File: config.mk
export PLATFORM = sky130hd
export DESIGN_NAME = uart_intid
export DESIGN_NICKNAME = d
export VERILOG_FILES = /design/src/rtl/uart_intid_pkg.sv /design/src/rtl/uart_intid_regs.sv /design/src/rtl/uart_intid_thre.sv /design/src/rtl/uart_intid_arb.sv /design/src/rtl/uart_intid.sv
export SDC_FILE = /design/constraint.sdc
export NUM_CORES = 1
export LEC_CHECK = 0
export BUFFER_PORTS_ARGS = -buffer_cell sky130_fd_sc_hd__buf_2
export CAP_MARGIN = 20
export CORE_MARGIN = 5
export CORE_UTILIZATION = 35
export CTS_BUF_LIST = sky130_fd_sc_hd__clkbuf_2
export CTS_CLUSTER_DIAMETER = 30
export DETAILED_ROUTE_END_ITERATION = 8
export PLACE_DENSITY_LB_ADDON = 0.3
export SYNTH_ARGS = -nofsm -noshare
export SYNTH_HDL_FRONTEND = slang
export SYNTH_SLANG_ARGS = --single-unit
File: constraint.sdc
create_clock -name clk -period 1.4 [get_ports clk]
set_input_delay 0.21 -clock clk [delete_from_list [all_inputs] [get_ports clk]]
set_output_delay 0.21 -clock clk [all_outputs]
set_load 0.02 [all_outputs]
File: src/rtl/uart_intid_pkg.sv
package uart_intid_pkg;
    localparam int ADDR_W     = 3;
    localparam int DATA_W     = 8;
    localparam int NUM_CAUSES = 4;
    localparam int IER_W      = NUM_CAUSES;

    localparam logic [ADDR_W-1:0] OFS_LO = 3'd0;
    localparam logic [ADDR_W-1:0] OFS_HI = 3'd1;
    localparam logic [ADDR_W-1:0] OFS_ID = 3'd2;

    // cause index equals priority rank, 0 is highest
    localparam int IDX_LINE  = 0;
    localparam int IDX_RX    = 1;
    localparam int IDX_TX    = 2;
    localparam int IDX_MODEM = 3;

    typedef enum logic {
        THRE_CLEAR = 1'b0,
        THRE_ARMED = 1'b1
    } thre_state_e;

    // enable register bit position owned by each cause
    function automatic int en_bit(input int idx);
        case (idx)
            IDX_LINE:  en_bit = 2;
            IDX_RX:    en_bit = 0;
            IDX_TX:    en_bit = 1;
            default:   en_bit = 3;
        endcase
    endfunction

    // identification code: highest rank carries the largest code
    function automatic logic [2:0] code_of(input int idx);
        code_of = 3'(NUM_CAUSES - 1 - idx);
    endfunction
endpackage

File: src/rtl/uart_intid_regs.sv
module uart_intid_regs
    import uart_intid_pkg::*;
(
    input  logic              clk,
    input  logic              rst_n,
    input  logic              wr_en,
    input  logic [ADDR_W-1:0] wr_addr,
    input  logic [DATA_W-1:0] wr_data,
    input  logic              div_access,
    output logic [IER_W-1:0]  ier,
    output logic [DATA_W-1:0] div_lo,
    output logic [DATA_W-1:0] div_hi,
    output logic              rearm
);
    localparam int TXB = en_bit(IDX_TX);

    logic wr_ier, wr_lo_div, wr_hi_div;

    assign wr_ier    = wr_en && !div_access && (wr_addr == OFS_HI);
    assign wr_lo_div = wr_en &&  div_access && (wr_addr == OFS_LO);
    assign wr_hi_div = wr_en &&  div_access && (wr_addr == OFS_HI);

    // re-arm uses the enable bit as stored before this write
    assign rearm = wr_ier && wr_data[TXB] && ier[TXB];

    always_ff @(posedge clk) begin
        if (!rst_n) begin
            ier    <= '0;
            div_lo <= '0;
            div_hi <= '0;
        end else begin
            if (wr_ier)    ier    <= wr_data[IER_W-1:0];
            if (wr_lo_div) div_lo <= wr_data;
            if (wr_hi_div) div_hi <= wr_data;
        end
    end
endmodule

File: src/rtl/uart_intid_thre.sv
module uart_intid_thre
    import uart_intid_pkg::*;
(
    input  logic clk,
    input  logic rst_n,
    input  logic clr_req,
    input  logic set_req,
    output logic armed
);
    thre_state_e state_q, state_d;

    always_ff @(posedge clk) begin
        if (!rst_n) state_q <= THRE_ARMED;
        else        state_q <= state_d;
    end

    always_comb begin
        state_d = state_q;
        unique case (state_q)
            THRE_ARMED: if (clr_req && !set_req) state_d = THRE_CLEAR; // CLEAR_ON_REPORT
            THRE_CLEAR: if (set_req)             state_d = THRE_ARMED; // REARM_ON_ENABLE
            default:                             state_d = THRE_ARMED;
        endcase
    end

    always_comb begin
        armed = (state_q == THRE_ARMED);
    end
endmodule

File: src/rtl/uart_intid_arb.sv
module uart_intid_arb
    import uart_intid_pkg::*;
(
    input  logic [NUM_CAUSES-1:0] cond,
    input  logic [IER_W-1:0]      ier,
    input  logic                  fifo_on,
    output logic [DATA_W-1:0]     iir,
    output logic                  pending,
    output logic                  tx_shown
);
    logic [NUM_CAUSES-1:0] hit;

    for (genvar g = 0; g < NUM_CAUSES; g++) begin : g_hit
        assign hit[g] = cond[g] & ier[en_bit(g)];
    end

    logic       found;
    logic [2:0] code;
    int         win;

    always_comb begin
        found = 1'b0;
        win   = 0;
        for (int i = NUM_CAUSES - 1; i >= 0; i--) begin
            if (hit[i]) begin
                found = 1'b1;
                win   = i;
            end
        end
        code = found ? code_of(win) : 3'b000;
    end

    assign pending  = found;
    assign tx_shown = found && (win == IDX_TX);
    assign iir      = {{2{fifo_on}}, 2'b00, code, ~found};
endmodule

File: src/rtl/uart_intid.sv
module uart_intid
    import uart_intid_pkg::*;
#(
    parameter int LINE_W  = 4,
    parameter int MODEM_W = 4
) (
    input  logic               clk,
    input  logic               rst_n,
    input  logic               rd_en,
    input  logic [2:0]         rd_addr,
    output logic [7:0]         rd_data,
    input  logic               wr_en,
    input  logic [2:0]         wr_addr,
    input  logic [7:0]         wr_data,
    input  logic               div_access,
    input  logic               fifo_on,
    input  logic [LINE_W-1:0]  line_err,
    input  logic               rx_ready,
    input  logic [MODEM_W-1:0] modem_delta,
    output logic               irq
);
    logic [IER_W-1:0]      ier_val;
    logic [DATA_W-1:0]     div_lo, div_hi, iir;
    logic                  rearm, thre_armed, tx_shown, pending, clr_req;
    logic [NUM_CAUSES-1:0] cond;

    uart_intid_regs u_regs (
        .clk(clk), .rst_n(rst_n), .wr_en(wr_en), .wr_addr(wr_addr),
        .wr_data(wr_data), .div_access(div_access), .ier(ier_val),
        .div_lo(div_lo), .div_hi(div_hi), .rearm(rearm)
    );

    always_comb begin
        cond            = '0;
        cond[IDX_LINE]  = |line_err;
        cond[IDX_RX]    = rx_ready;
        cond[IDX_TX]    = thre_armed;
        cond[IDX_MODEM] = |modem_delta;
    end

    uart_intid_arb u_arb (
        .cond(cond), .ier(ier_val), .fifo_on(fifo_on),
        .iir(iir), .pending(pending), .tx_shown(tx_shown)
    );

    assign clr_req = rd_en && (rd_addr == OFS_ID) && tx_shown;

    uart_intid_thre u_thre (
        .clk(clk), .rst_n(rst_n), .clr_req(clr_req),
        .set_req(rearm), .armed(thre_armed)
    );

    assign irq = pending;

    always_comb begin
        unique case (rd_addr)
            OFS_LO:  rd_data = div_access ? div_lo : '0;
            OFS_HI:  rd_data = div_access ? div_hi : {{(DATA_W-IER_W){1'b0}}, ier_val};
            OFS_ID:  rd_data = iir;
            default: rd_data = '0;
        endcase
    end
endmodule

; ---- Yosys cells after proc, flatten, opt, wreduce, memory -nomap -nowiden
; Index checks and enable logic that the tools add are counted.
[totals]
latch_bits = 0
mem_bits_rw = 0
in_bits = 29
romBits = 0
output_inout_bits = 9
n_memories = 0
ff_bits = 21
[op_classes]
div_mod_pow = 0
addsub = 1
n_eq_ne = 4
shift = 0
n_lt_le_gt_ge = 0
bitwise_logic = 6
mux = 15
multipliers = 0
n_reduce_logical = 17
[ops]
columns = cell, count
row1 = $pmux 8 s3, 1
row2 = $mux 8, 2
row3 = $logic_and 1x1->1, 11
row4 = $mux 2, 4
row5 = $reduce_or 4->1, 2
row6 = $eq 3x1->1 const B, 2
row7 = $logic_not 3->1, 2
row8 = $mux 1, 6
row9 = $and 1x1->1, 4
row10 = $eq 3x2->1 const B, 1
row11 = $mux 3, 1
row12 = $sub 2x2->3 const A, 1
row13 = $eq 2x2->1 const B, 1
row14 = $logic_not 1->1, 2
row15 = $not 1->1, 2
row16 = $pmux 1 s2, 1

; ---- Logic depth before layout (Yosys ltp)
[logic_depth]
word_depth = 12
depth_mapped = 5
mapped_depth_nobuf = 3

; ---- Modules after synthesis
; A second synthesis with hierarchy kept.
[hier_totals]
hier_cells = 128
hier_area_um2 = 1169.9
[by_module_without_submodules]
columns = module, area_per_inst_um2, seq_area_each_um2, instances, cells_per_inst
row1 = uart_intid_regs, 778.2, 400.4, 1, 79
row2 = uart_intid, 259.0, 0.0, 1, 33
row3 = uart_intid_arb, 98.8, 0.0, 1, 13
row4 = uart_intid_thre, 33.8, 20.0, 1, 3

; ---- Least setup slack after synthesis
; OpenSTA, ideal clock, no wires.
[synth_timing]
path_kind = input to output
startpoint = input port line_err[1]
endpoint = output port rd_data[0]
path_slack_ns = -0.266
required_ns = 1.190
t_arrival_ns = 1.456
n_path_buf = 0
path_stages = 3
path_cell_list = o41a_1 nand4b_1 o22ai_1
[synth_between]
elab_chain_cells = 5
[synth_rtl]
columns = item, line_no
row1 = start: declaration, uart_intid.sv:17  ; input logic [LINE_W-1:0] line_err,
row2 = $reduce_or 4->1, uart_intid.sv:35  ; cond[IDX_LINE] = |line_err;
row3 = $and 1x1->1, uart_intid_arb.sv:14  ; assign hit[g] = cond[g] & ier[en_bit(g)];
row4 = $mux 1, uart_intid_arb.sv:25  ; if (hit[i]) begin
row5 = named net irq, uart_intid.sv:20  ; output logic irq
row6 = $not 1->1, uart_intid_arb.sv:35  ; assign iir = {{2{fifo_on}}, 2'b00, code, ~found};
row7 = $pmux 8 s3, uart_intid.sv:56  ; unique case (rd_addr)
row8 = end: declaration, uart_intid.sv:11  ; output logic [7:0] rd_data,
; The timed path passes the listed nets, and every way through them passes these cells.

; ---- Worst setup path after layout
[layout_timing]
startpoint = register u_regs.ier[0]
endpoint = output port rd_data[0]
[layout_between]
elab_chain_cells = 5
elab_cells_between_ends = 6
classes_between = 4 x mux / 2 x bitwise
[layout_rtl]
columns = item, line_no
row1 = start: declaration, uart_intid_regs.sv:10  ; output logic [IER_W-1:0] ier,
row2 = start signal: assignment, uart_intid_regs.sv:32  ; if (wr_ier) ier <= wr_data[IER_W-1:0];
row3 = $and 1x1->1, uart_intid_arb.sv:14
row4 = $mux 1 (2 in series), uart_intid_arb.sv:25
row5 = $not 1->1, uart_intid_arb.sv:35
row6 = $pmux 8 s3 (*), uart_intid.sv:56
; Every way passes the cells marked *; elsewhere a longest branch is shown, timed or not.

==> metrics.md <==
| Metric | Value |
|---|---|
| Status | finished, violations left |
| Failing checks | setup timing |
| WP buf/inv | 1 |
| Max-Cap Viols | 0 |
| Core ar. | 3053 um2 |
| # DRC | 0 |
| Post-synth EDFFs | 0 |
| Post-synth net total | 168 |
| CTS Sinks | 21 |
| Initial Utilization | 36.48% |
| Via count | 1214 |
| Critical-path cell list | mux2_4, a22oi_2, o22ai_2, buf_6 |
| Max-slew violations | 0 |
| Clock-pin slew on the worst setup and hold paths | 0.18 ns |
| CP Class | flip-flop to primary output |
| Gr usage total | 14.99% |
| Final Cycle Share | 111.7% |
| Min-Delay Path Class | primary input to flip-flop |
| Endpoints failing setup | 5 |
| Most frequent cell after synthesis | nand3_1 |
| Post-Layout Cell Count | around 230 |
| Async SR Flop Fraction | 0% |
| Core Rows | 20 |
| Internal | 0.7455 mW |
| Routed len/inst | 13.93 um |
| PwrDens | just over 700 nW/um2 |
| Synth Cell Area | 1114 um2 |
| WP data arrival | 1.35 ns |
| I/O Buffers | 37 |
| Slew headroom | 72.84% |
| Slowest stage cell on the critical path | dfxtp_2 |
| Post-Syn Instances | 139 |
| RSZ-0062 raised after global routing | true |
| Post-Place Cells | around 220 |
| Worst-Skew Late Latency | 0.31 ns |
| CTS Buffer Depth | 2 |
| Initial antenna violation count | 0 |
| CP Capture Type | primary output |
| Max VDD drop | 266.4 uV |
| Post-DRT Antenna Nets | 0 |
| Vias in the first global route | ~1.2k |
| Seq pwr share | approximately three fifths |
| Yosys cell types | 31 |
| Pre-antenna DRT Iters | 4 |
| CTS H-tree depth | 1 |
| Avg Inst Size Synth | about 8.0 um2 |
| Dpl hpwl | 2431 um |
| Die area | 4410 um2 |
| Pre-CTS setup slack | -0.09221 ns |
| Clk network pwr share | 24.0% |
| Worst Skew | 0.0001980 ns |
| Root Driver | clkbuf_2 |
| Total Power | 1.033 mW |
| Dpl cell area | 1393 um2 |
| CP Max Fanout | 4 |
| Top post-synthesis cells by count | nand3_1, dfxtp_1, o21ai_0, a21oi_1, nor2_1 |
| Sw frac | 27.81% |
| Layout cells sized above 1 | 38.67% |
| Total gr overflow | 0 |
| Final Hold Violating Endpoints | 0 |
| # IOs | 38 |
| Top achievable clock speed | 639.5 MHz |
| CP max stage delay | 0.38 ns |
| Delay-heaviest family, CP | flip-flops |
| Synthesized flop and latch total | 21 |
| Leakage | 0.5666 nW |
| First-pass GRT wire length | about 5000 um |
| Post-CTS Setup Inserts | 0 |
| Top_reg_cell synth | dfxtp_1 |
| Worst Path Required | 1.19 ns |
| Die width | approximately 66 um |
| Synth Warn # | 0 |
| Gpl congestion | a little under 0.8 |
| Final WL | 3135 um |
| Setup ws final | -0.1637 ns |
| Startpoint types | flip-flop |
| Iter 0 DRT Violations | 41 |
| Hold_buf cts | 0 |
| Area leader, netlist | dfxtp_1 |
| Switch Pwr | between 0.2 and 0.3 mW |
| Sequential fraction of the synthesis area | around 38% |
| Area growth from synthesis to layout | 31.24% |
| Largest net degree at the start of global routing | 21 |
| Post-route minimum period | approximately 1.6 ns |
| Final instance area | 1461 um2 |
| Hold WS | 0.06370 ns |
| Antenna cells | 0 |
| Die H | about 66 um |
| Yosys top cell area share | 37.75% |
| # nets final | 211 |
| Logic pwr share | 16.8% |
| Dominant cells by area after synthesis | dfxtp_1, nand3_1, o21ai_0 |
| CTS tree | built |
| Worst slew pin tran | 0.4065 ns |
| Via density | 5.396 |
| Num CTS Buffers | 3 |
-- layout by cell type (no fill, tap or decap), drive strengths merged, types with 3 or more instances in the layout --
| cell | instances |
|---|---|
| a21oi | 20 |
| a22oi | 4 |
| buf | 47 |
| clkbuf | 3 |
| dfxtp | 21 |
| mux2 | 4 |
| mux2i | 4 |
| nand2 | 5 |
| nand3 | 22 |
| nor2 | 6 |
| o21ai | 22 |
| o22ai | 3 |
-- stage by stage --
stage          TNS [ns]  utilization [%]
5_1_grt         -0.9824            47.87
3_3_place_gp    -0.1015            45.61
3_5_place_dp    -0.1987            45.61
6_report        -0.6041            47.87
4_1_cts         -0.6731            47.25
2_1_floorplan   -0.1480                -
-- layer usage --
| layer | up-vias | global-route usage (%) | wire [um] |
|---|---|---|---|
| met5 | - | 0 | 0 |
| met2 | 48 | 25.90 | 1551 |
| li1 | 602 | - | - |
| met4 | 0 | 7.868 | 53 |
| met3 | 4 | 2.041 | 197 |
| met1 | 560 | 17.76 | 1333 |
-- kinds of logic (layout without fill, tap and decap cells) --
| group | after synthesis | in the layout | synth area share (%) |
|---|---|---|---|
| AOI/OAI and AO/OA | 53 | 53 | 27.08 |
| buffers and inverters | 11 | 53 | 4.494 |
| DFF | 21 | 21 | 37.75 |
| muxes | 8 | 8 | 7.640 |
| and+or+nand+nor | 46 | 46 | 23.04 |
-- worst paths after layout --
check,start,endpoint,slack (ns),cells past startpoint
setup / recovery,u_regs.ier[0],rd_data[0],-0.16,4
hold reg to reg,u_regs.div_hi[2],u_regs.div_hi[2],0.49,2
setup reg to reg,u_regs.ier[2],u_thre.armed,0.22,4
hold / removal,rst_n,u_thre.armed,0.06,2
-- flip-flops by register name, summed over array words and instances, names as in the netlist --
signal	cells
u_thre.armed	1
u_regs.div_hi	8
u_regs.div_lo	8
u_regs.ier	4
-- timing repair --
item | CTS | global route
hold endpoints to repair | 0 | 0
resized for setup | 10 | 7
endpoints found under the setup margin | 5 | 7
pin swaps | 1 | 0
-- power by group through the flow --
stage	clock [mW]	sequential (mW)	combinational, mW
CTS	0.255	0.611	0.170
global placement	0	0.622	0.162
detailed placement	0	0.622	0.167
finish	0.248	0.611	0.174
floorplan	0	0.621	0.0837
global route	0.277	0.612	0.192
-- layout make-up --
| type | instances | area (um2) |
|---|---|---|
| inverters | 2 | 7.507 |
| multi-input cells | 107 | 676.9 |
| well taps | 44 | 55.05 |
| flip-flops and latches | 21 | 427.9 |
| repair buffers | 47 | 274.0 |
| clock inverters | 1 | 5.005 |
| fillers | 333 | 1592 |
| clock buffers | 3 | 15.01 |
Power figures use the tool's default switching activity.
